--- config.mk ---
export PLATFORM = sky130hd
export DESIGN_NAME = lin_wake_filter
export DESIGN_NICKNAME = d
export VERILOG_FILES = /design/src/rtl/lwf_pkg.sv /design/src/rtl/lwf_edge.sv /design/src/rtl/lwf_arm.sv /design/src/rtl/lwf_dwell.sv /design/src/rtl/lwf_seq.sv /design/src/rtl/lin_wake_filter.sv
export SDC_FILE = /design/constraint.sdc
export NUM_CORES = 1
export LEC_CHECK = 0
export ABC_AREA = 1
export CAP_MARGIN = 10
export CORE_MARGIN = 2
export CORE_UTILIZATION = 57
export CTS_BUF_LIST = sky130_fd_sc_hd__clkbuf_8
export CTS_CLUSTER_DIAMETER = 50
export DETAILED_ROUTE_END_ITERATION = 6
export PLACE_DENSITY = 0.87
export SKIP_LAST_GASP = 1
export SLEW_MARGIN = 20
export SYNTH_ARGS = -nofsm -noshare
export SYNTH_HDL_FRONTEND = slang
export SYNTH_HIERARCHICAL = 1
export SYNTH_SLANG_ARGS = --single-unit
--- constraint.sdc ---
create_clock -name clk -period 2.1 [get_ports clk]
set_clock_uncertainty 0.05 [all_clocks]
set_input_delay 0.63 -clock clk [delete_from_list [all_inputs] [get_ports clk]]
set_output_delay 0.63 -clock clk [all_outputs]
set_load 0.01 [all_outputs]
--- src/rtl/lwf_pkg.sv ---
`timescale 1ns/1ps
package lwf_pkg;

  typedef enum logic [1:0] {
    LWF_IDLE = 2'd0,
    LWF_DOM  = 2'd1,
    LWF_QUAL = 2'd2
  } lwf_state_e;

  // one saturating step of the dwell count
  function automatic int unsigned lwf_sat_step(int unsigned cur, int unsigned lim);
    return (cur < lim) ? cur + 1 : lim;
  endfunction

  // has the dominant period lasted long enough
  function automatic logic lwf_dwell_met(int unsigned cur, int unsigned lim);
    return cur >= lim;
  endfunction

endpackage

--- src/rtl/lwf_edge.sv ---
`timescale 1ns/1ps
module lwf_edge (
  input  logic clk,
  input  logic rst_n,
  input  logic bus_lvl,
  output logic bus_prev,
  output logic fell,
  output logic rose
);

  always_ff @(posedge clk or negedge rst_n) begin
    if (!rst_n) bus_prev <= 1'b1;
    else        bus_prev <= bus_lvl;
  end

  assign fell = bus_prev & ~bus_lvl;
  assign rose = ~bus_prev & bus_lvl;

  // a detected fall leaves the held level dominant
  a_r2_fall_holds_dominant: assert property (@(posedge clk) disable iff (!rst_n)
    fell |=> !bus_prev);

  a_r2_rise_holds_recessive: assert property (@(posedge clk) disable iff (!rst_n)
    rose |=> bus_prev);

endmodule

--- src/rtl/lwf_arm.sv ---
`timescale 1ns/1ps
module lwf_arm (
  input  logic clk,
  input  logic rst_n,
  input  logic lowpwr,
  input  logic prewake_low,
  output logic arm_ok
);

  logic arm_q;

  always_ff @(posedge clk or negedge rst_n) begin
    if (!rst_n)           arm_q <= 1'b0;
    else if (!lowpwr)     arm_q <= 1'b0;
    else if (prewake_low) arm_q <= 1'b1;
  end

  assign arm_ok = lowpwr & (arm_q | prewake_low);

  // arming, once gained in a low-power stay, is kept for that stay
  a_r3_arm_sticky: assert property (@(posedge clk) disable iff (!rst_n)
    (arm_ok && lowpwr) |=> (lowpwr -> arm_ok));

  // arming never survives a cycle out of low-power mode
  a_r8_arm_dropped: assert property (@(posedge clk) disable iff (!rst_n)
    !lowpwr |=> (arm_ok -> prewake_low));

endmodule

--- src/rtl/lwf_dwell.sv ---
`timescale 1ns/1ps
module lwf_dwell #(
  parameter int unsigned FILTER_TICKS = 90,
  localparam int unsigned CNT_W = $clog2(FILTER_TICKS + 1)
) (
  input  logic             clk,
  input  logic             rst_n,
  input  logic             clr,
  input  logic             inc,
  output logic [CNT_W-1:0] cnt,
  output logic             met
);
  import lwf_pkg::*;

  always_ff @(posedge clk or negedge rst_n) begin
    if (!rst_n)   cnt <= '0;
    else if (clr) cnt <= '0;
    else if (inc) cnt <= CNT_W'(lwf_sat_step(int'(cnt), FILTER_TICKS));
  end

  assign met = lwf_dwell_met(int'(cnt), FILTER_TICKS);

  // counting past the limit never wraps back below it
  a_r9_no_wrap: assert property (@(posedge clk) disable iff (!rst_n)
    (met && inc && !clr) |=> met);

  a_r9_bounded: assert property (@(posedge clk) disable iff (!rst_n)
    int'(cnt) <= FILTER_TICKS);

endmodule

--- src/rtl/lwf_seq.sv ---
`timescale 1ns/1ps
module lwf_seq (
  input  logic              clk,
  input  logic              rst_n,
  input  logic              lowpwr,
  input  logic              arm_ok,
  input  logic              fell,
  input  logic              rose,
  input  logic              met,
  input  logic              tick_us,
  output lwf_pkg::lwf_state_e st,
  output logic              cnt_clr,
  output logic              cnt_inc,
  output logic              wake_req
);
  import lwf_pkg::*;

  lwf_state_e st_nx;
  logic       fire;
  logic       start;

  assign start = arm_ok & fell;
  assign fire  = lowpwr & rose & (st == LWF_QUAL || (st == LWF_DOM && met));

  always_comb begin
    st_nx   = st;
    cnt_clr = 1'b0;
    cnt_inc = 1'b0;
    if (!lowpwr) begin
      st_nx   = LWF_IDLE;
      cnt_clr = 1'b1;
    end else begin
      unique case (st)
        LWF_IDLE: begin
          cnt_clr = 1'b1;
          if (start) st_nx = LWF_DOM;
        end
        LWF_DOM: begin
          if (rose)      st_nx = LWF_IDLE;
          else if (met)  st_nx = LWF_QUAL;
          else           cnt_inc = tick_us;
        end
        LWF_QUAL: begin
          if (rose) st_nx = LWF_IDLE;
        end
        default: st_nx = LWF_IDLE;
      endcase
    end
  end

  always_ff @(posedge clk or negedge rst_n) begin
    if (!rst_n) begin
      st       <= LWF_IDLE;
      wake_req <= 1'b0;
    end else begin
      st       <= st_nx;
      wake_req <= fire;
    end
  end

  // idle is left only through an armed falling edge
  a_r2_start_on_fall: assert property (@(posedge clk) disable iff (!rst_n)
    (st == LWF_IDLE && !fell) |=> st == LWF_IDLE);

  // without arming the detector stays idle
  a_r3_needs_arm: assert property (@(posedge clk) disable iff (!rst_n)
    (st == LWF_IDLE && !arm_ok) |=> st == LWF_IDLE);

  // a short dominant pulse returns to idle with no request
  a_r4_short_pulse: assert property (@(posedge clk) disable iff (!rst_n)
    (st == LWF_DOM && rose && !met) |=> (st == LWF_IDLE && !wake_req));

  // no request while the bus stays dominant
  a_r6_no_wake_dominant: assert property (@(posedge clk) disable iff (!rst_n)
    (st == LWF_QUAL && !rose) |=> !wake_req);

  // out of low-power mode the detector is idle next cycle
  a_r8_clear: assert property (@(posedge clk) disable iff (!rst_n)
    !lowpwr |=> (st == LWF_IDLE && !wake_req));

endmodule

--- src/rtl/lin_wake_filter.sv ---
`timescale 1ns/1ps
module lin_wake_filter #(
  parameter int unsigned FILTER_TICKS = 90
) (
  input  logic clk,
  input  logic rst_n,
  input  logic bus_lvl,
  input  logic prewake_low,
  input  logic lowpwr,
  input  logic tick_us,
  output logic wake_req
);
  import lwf_pkg::*;

  localparam int unsigned CNT_W = $clog2(FILTER_TICKS + 1);

  logic             bus_prev;
  logic             fell;
  logic             rose;
  logic             arm_ok;
  logic             cnt_clr;
  logic             cnt_inc;
  logic             met;
  logic [CNT_W-1:0] dwell_cnt;
  lwf_state_e       st;

  lwf_edge u_edge (
    .clk(clk), .rst_n(rst_n), .bus_lvl(bus_lvl),
    .bus_prev(bus_prev), .fell(fell), .rose(rose)
  );

  lwf_arm u_arm (
    .clk(clk), .rst_n(rst_n), .lowpwr(lowpwr),
    .prewake_low(prewake_low), .arm_ok(arm_ok)
  );

  lwf_dwell #(.FILTER_TICKS(FILTER_TICKS)) u_dwell (
    .clk(clk), .rst_n(rst_n), .clr(cnt_clr), .inc(cnt_inc),
    .cnt(dwell_cnt), .met(met)
  );

  lwf_seq u_seq (
    .clk(clk), .rst_n(rst_n), .lowpwr(lowpwr), .arm_ok(arm_ok),
    .fell(fell), .rose(rose), .met(met), .tick_us(tick_us),
    .st(st), .cnt_clr(cnt_clr), .cnt_inc(cnt_inc), .wake_req(wake_req)
  );

  // the request lasts exactly one cycle
  a_r7_single_pulse: assert property (@(posedge clk) disable iff (!rst_n)
    wake_req |=> !wake_req);

  // a request follows a release edge seen in low-power mode
  a_r5_after_release: assert property (@(posedge clk) disable iff (!rst_n)
    wake_req |-> ($past(rose) && $past(lowpwr) && bus_prev));

  // the dwell count is zero whenever the detector is idle after a cycle
  a_r1_idle_count: assert property (@(posedge clk) disable iff (!rst_n)
    (st == LWF_IDLE && $past(st) == LWF_IDLE) |-> dwell_cnt == '0);

endmodule

# Word-level counts from Yosys, hierarchy flattened
# Cells that the tools add are included.
[op_classes] addsub=1 multipliers=0 n_div=0 magnitude_cmp=2 n_eq_ne=6 shift=0 mux=17 bitwise=9 n_reduce_logical=5
[op_table] cell="7-bit 2-to-1 mux" count=3
[op_table] cell="2-bit 2-to-1 mux" count=5
[op_table] cell="1-bit 2-to-1 mux" count=8
[op_table] cell="7-bit by 1-bit adder with 7-bit output, second input constant" count=1
[op_table] cell="7-bit >= comparator, second input constant" count=1
[op_table] cell="7-bit < comparator, second input constant" count=1
[op_table] cell="1-bit bitwise AND" count=6
[op_table] cell="3-bit by 2-bit != test with 1-bit output, second input constant" count=2
[op_table] cell="2-bit case mux with 3 select lines" count=1
[op_table] cell="4-bit by 2-bit != test with 1-bit output, second input constant" count=1
[op_table] cell="3-bit AND reduction" count=1
[op_table] cell="2-bit by 1-bit == test with 1-bit output, second input constant" count=1
[op_table] cell="2-bit == test, second input constant" count=1
[op_table] cell="2-bit zero test" count=1
[op_table] cell="2-bit != test, second input constant" count=1
[op_table] cell="1-bit inverter" count=2
[op_table] cell="2-bit nonzero test" count=1
[op_table] cell="1-bit logical AND" count=1
[op_table] cell="1-bit logical OR" count=1
[op_table] cell="1-bit bitwise OR" count=1
[word_totals] regBits=12 latchBits=0 ramBits=0 romBits=0 in_bits=6 out_inout_bits=1 mem_count=0

# Longest topological paths before layout
[logic_depth] ltp_word=7 ltp_mapped=12 mapped_depth_nobuf=12

# By module
# Netlist, hierarchy kept.
[modules_own_cells] module="lwf_dwell" n_inst=1 cells_per_inst=72 area_each_um2=471.7 seq_area_each_um2=175.2
[modules_own_cells] module="lwf_seq" n_inst=1 cells_per_inst=27 area_each_um2=200.2 seq_area_each_um2=75.1
[modules_own_cells] module="lwf_arm" n_inst=1 cells_per_inst=5 area_each_um2=42.5 seq_area_each_um2=25.0
[modules_own_cells] module="lwf_edge" n_inst=1 cells_per_inst=5 area_each_um2=41.3 seq_area_each_um2=26.3

# Worst setup path before layout
# Ideal clock, no wire load.
[synth_path] kind="register to register" from="register u_dwell.cnt[2]" to="register u_dwell.cnt[1]" setup_ps=116 t_arrival_ps=1376 slack_ps=558 path_stages_with_launch=13 path_buffers=0 synth_period_minus_slack_ps=1542 path_cell_list="dfrtp_1 > nor2_1 > nand2_1 > nand3_2 > nand2_1 > inv_1 > nand3_2 > nor2_1 > inv_1 > nand2_1 > inv_1 > nand2_1 > nand2_1"
[synth_between] elab_chain_len=6 elab_cells_between_ends=10
[synth_rtl] item="from (decl)" line="lwf_dwell.sv:10" source="output logic [CNT_W-1:0] cnt,"
[synth_rtl] item="from (signal assigned)" line="lwf_dwell.sv:18" source="else if (inc) cnt <= CNT_W'(lwf_sat_step(int'(cnt), FILTER_TICKS));"
[synth_rtl] item="7-bit >= comparator" line="lwf_pkg.sv:17" source="return cur >= lim;"
[synth_rtl] item="net met" line="lin_wake_filter.sv:23" source="logic met;"
[synth_rtl] item="1-bit 2-to-1 mux" line="lwf_seq.sv:40" source="else if (met) st_nx = LWF_QUAL;"
[synth_rtl] item="1-bit 2-to-1 mux" line="lwf_seq.sv:39" source="if (rose) st_nx = LWF_IDLE;"
[synth_rtl] item="1-bit 2-to-1 mux" line="lwf_seq.sv:33" source="unique case (st)"
[synth_rtl] item="1-bit 2-to-1 mux" line="lwf_seq.sv:29" source="if (!lowpwr) begin"
[synth_rtl] item="net cnt_inc" line="lin_wake_filter.sv:22" source="logic cnt_inc;"
[synth_rtl] item="2-bit nonzero test (no source line)"
# The timed path passes the listed nets, and every way through them passes these cells. The select of a mux whose other input is x is not followed.
# A chain may end at the register's enable or synchronous reset.

# Worst setup path after layout
[layout_path] from="input port bus_lvl" to="register u_dwell.cnt[5]"
[layout_between] elab_chain_len=5
[layout_rtl] item="from (decl)" line="lin_wake_filter.sv:7" source="input logic bus_lvl,"
[layout_rtl] item="1-bit bitwise AND" line="lwf_edge.sv:17" source="assign rose = ~bus_prev & bus_lvl;"
[layout_rtl] item="net rose" line="lin_wake_filter.sv:19" source="logic rose;"
[layout_rtl] item="1-bit 2-to-1 mux" line="lwf_seq.sv:39"
[layout_rtl] item="1-bit 2-to-1 mux" line="lwf_seq.sv:33"
[layout_rtl] item="1-bit 2-to-1 mux" line="lwf_seq.sv:29"
[layout_rtl] item="net cnt_inc" line="lin_wake_filter.sv:22"
[layout_rtl] item="2-bit nonzero test (no source line)"
# The timed path passes the listed nets, and every way through them passes these cells.

==> results.yml <==
sta:
  maxSlewHeadroom_pct: 64.1
  fin_crit_sh_pct: 88.6
  max_freq_mhz: 538
  min_period_ps: 1860
  finalHoldViolCount: 0
  slew_violations: 0
  rsz0062_at_grt: "no"
  worst_pin_slew_ps: 536
  setup_tns_ps: 0
  finalWorstSetupSlack_ps: 240
  setup_viol: 0
power_and_ir_drop:
  peakVddDrop_uv: 418
  p_switching_mw: 0.123
  leakagePower_nw: 0.498
  p_seq_share_pct: 44.3
  powerDensity_mw_per_mm2: 608
  swShare_pct: 22.4
  pwr-share-clk_pct: 45.4
  p_comb_share_pct: 10.3
  p_int_mw: 0.426
finish:
  layout_commonest_cell: "nand2_1"
  n_antenna_cell: 0
  layout.cells.non_filler: 136
  nets: 130
  n_fill_cell: 98
  drive_gt1_share_pct: 13.2
  layout_common_cells: "nand2_1 (42), inv_1 (17), nor2_1 (11), dfrtp_1 (11), clkdlybuf4s50_1 (6)"
  area_growth_pct: 19.7
  finish.utilization_pct: 71.3
synthesis:
  syn_area_sq_um: 756
  seq_area_frac_synth_pct: 39.9
  ys_seq_elements: 12
  syn_inst: 109
  synthTopCellsByArea: "dfrtp_1 (36%), nand2_1 (21%), inv_1 (8.4%)"
  synth.top_cell.area_share_pct: 36.4
  avgSynthCellArea_sq_um: 6.93
  synth_fp_nets: 117
  yosys_warnings: 6
  synth_cell_types: 19
  yosys.area.top_type: "dfrtp_1"
critical_path:
  worstPathCellList: "clkdlybuf4s50_1, inv_1, nor2_1, nor2_4, nand2_1, nor2_1, inv_1, nand2_1, inv_1, nand2_1, nand2_1"
  rrSetupSlack_ps: 270
  crit_family: "buffers and inverters"
  cp.required_ps: 2230
  worst_path_max_delay_cell: "clkdlybuf4s50_1"
  ff2ff_path_depth: 12
  cp.buffers_inverters: 4
  start_kind: "input port"
  cp_common_cell: "nand2_1"
  worstSetupEndpointType: "flip-flop"
  r2r-end: "u_dwell/cnt[5]"
  arrival_ps: 1990
  r2r_start: "u_dwell/cnt[2]"
  critPathMaxFanout: 4
  slowest_delay_ps: 500
  crit_type: "input port to flip-flop"
min_path:
  holdPathStages: 2
  hp-class: "flip-flop to flip-flop"
  hp-start: "u_arm/arm_q"
  whs_endpoint: "u_arm/arm_q"
routing:
  avgRoutedWirePerCell_microns: 12.2
  drt-initial-drc-count: 25
  ant_nets: 0
  via_count: 695
  drt-vias-per-instance: 5.11
  routed_wl_mm: 1.66
  drtPass1Iterations: 4
  drc_errors: 0
clock_tree:
  clk_latency_ps: 240
  cts-root-buf: "clkbuf_8"
  cts_sinks: 12
  cts_buffer_depth: 2
  cts_made_buffers: 3
  cts_resized: 0
  cts_tree: "built"
  h-tree-depth: 1
  cts.reportedPaths.clkPinSlew_ps: 60
  post_cts_buffers: 0
  cts-hold-fix-buffers: 0
die:
  rows: 13
  io_pins: 7
  core_sq_mm: 0.00127
  initial_core_util_pct: 59.6
  die_h_microns: 40.4
  die_x_microns: 40.4
  die_area_sq_mm: 0.00163
global_route:
  grt_antenna_before_repair: 0
  grt_max_degree: 13
  grt_pass1_vias: 642
  grt_overflow: 0
  grt_pass1_wl_mm: 2.54
  groute.usage.overall_pct: 24.7
placed_design:
  globalplace.congestion: 0.835
  dp.cells: 132
  pre_cts_slack_ps: 27.2
  dp_hpwl_mm: 1.20
  io_buffers: 6
run_status:
  status: "finished, final reports clean"
run:
  maxCapViolations: 0
[routing by layer]
layer / global-route usage [%] / wire, microns
met4: 15.0 / 46
met2: 39.7 / 796
met5: 0 / 0
met1: 27.4 / 753
met3: 8.89 / 58
[worst max-delay path by stage]
| stage | from | to | slack (ps) | cells past startpoint |
|---|---|---|---|---|
| 2_1_floorplan | u_dwell/cnt[2] | u_dwell/cnt[1] | 560 | 12 |
| 3_3_place_gp | bus_lvl | u_dwell/cnt[5] | 80 | 11 |
| 3_5_place_dp | bus_lvl | u_dwell/cnt[5] | 30 | 11 |
| 4_1_cts | bus_lvl | u_dwell/cnt[5] | 250 | 11 |
| 5_1_grt | u_dwell/cnt[2] | u_dwell/cnt[4] | 110 | 12 |
| 6_report | bus_lvl | u_dwell/cnt[5] | 240 | 11 |
[kinds of logic (layout without fill, tap and decap cells)]
logic type / after synthesis / after routing / synth area share, %
and+or+nand+nor: 68 / 68 / 41.1
buffers and inverters: 18 / 30 / 8.94
adders and majority gates: 2 / 2 / 3.31
AOI/OAI and AO/OA: 9 / 9 / 6.79
DFF: 12 / 12 / 39.9
[tightest hold or removal path: cells and delay by family, from the launching register on]
| family | cells | cell delay, ps |
|---|---|---|
| and+or+nand+nor | 2 | 140 |
| DFF | 1 | 350 |
[final cells by class]
cell class | instances | area, sq um | share of cell area, %
inverter | 18 | 67.6 | 7.47
multi-input combinational | 79 | 387 | 42.7
sequential | 12 | 302 | 33.3
tap | 15 | 18.8 | 2.07
timing repair buffer | 8 | 75.1 | 8.30
clock buffer | 4 | 55.1 | 6.09
[cells in the mapped netlist]
| cell | count |
|---|---|
| nand2_1 | 42 |
| inv_1 | 17 |
| dfrtp_1 | 11 |
| nor2_1 | 11 |
| a21oi_1 | 4 |
| nand3_2 | 4 |
| nand3_1 | 3 |
| o21ai_0 | 3 |
| ha_1 | 2 |
| nand4_1 | 2 |
| or2_0 | 2 |
| a21oi_2 | 1 |
| dfstp_2 | 1 |
| inv_2 | 1 |
| nand2_2 | 1 |
| nand3b_1 | 1 |
| nor2_2 | 1 |
| nor2_4 | 1 |
| o211ai_1 | 1 |
[registers in the layout, indices dropped and copies added (netlist names)]
register and flops:
u_seq/wake_req 1, u_seq/st 2, u_edge/bus_prev 1, u_arm/arm_q 1
u_dwell/cnt 7
[power groups by stage]
stage / combinational, mW / clock [mW] / sequential (mW)
2_1_floorplan: 0.0312 / 0 / 0.246
3_3_place_gp: 0.0532 / 0 / 0.247
3_5_place_dp: 0.0547 / 0 / 0.247
4_1_cts: 0.0560 / 0.254 / 0.244
5_1_grt: 0.0631 / 0.272 / 0.244
6_report: 0.0567 / 0.249 / 0.244
[through the flow]
step / cell area (sq um) / hold slack [ps] / power, mW
floorplan: 756 / 284 / 0.277
global placement: 850 / 418 / 0.300
detailed placement: 850 / 494 / 0.302
CTS: 905 / 507 / 0.553
global route: 905 / 531 / 0.580
finish: 905 / 496 / 0.550
(Power assumes the default switching activity.)
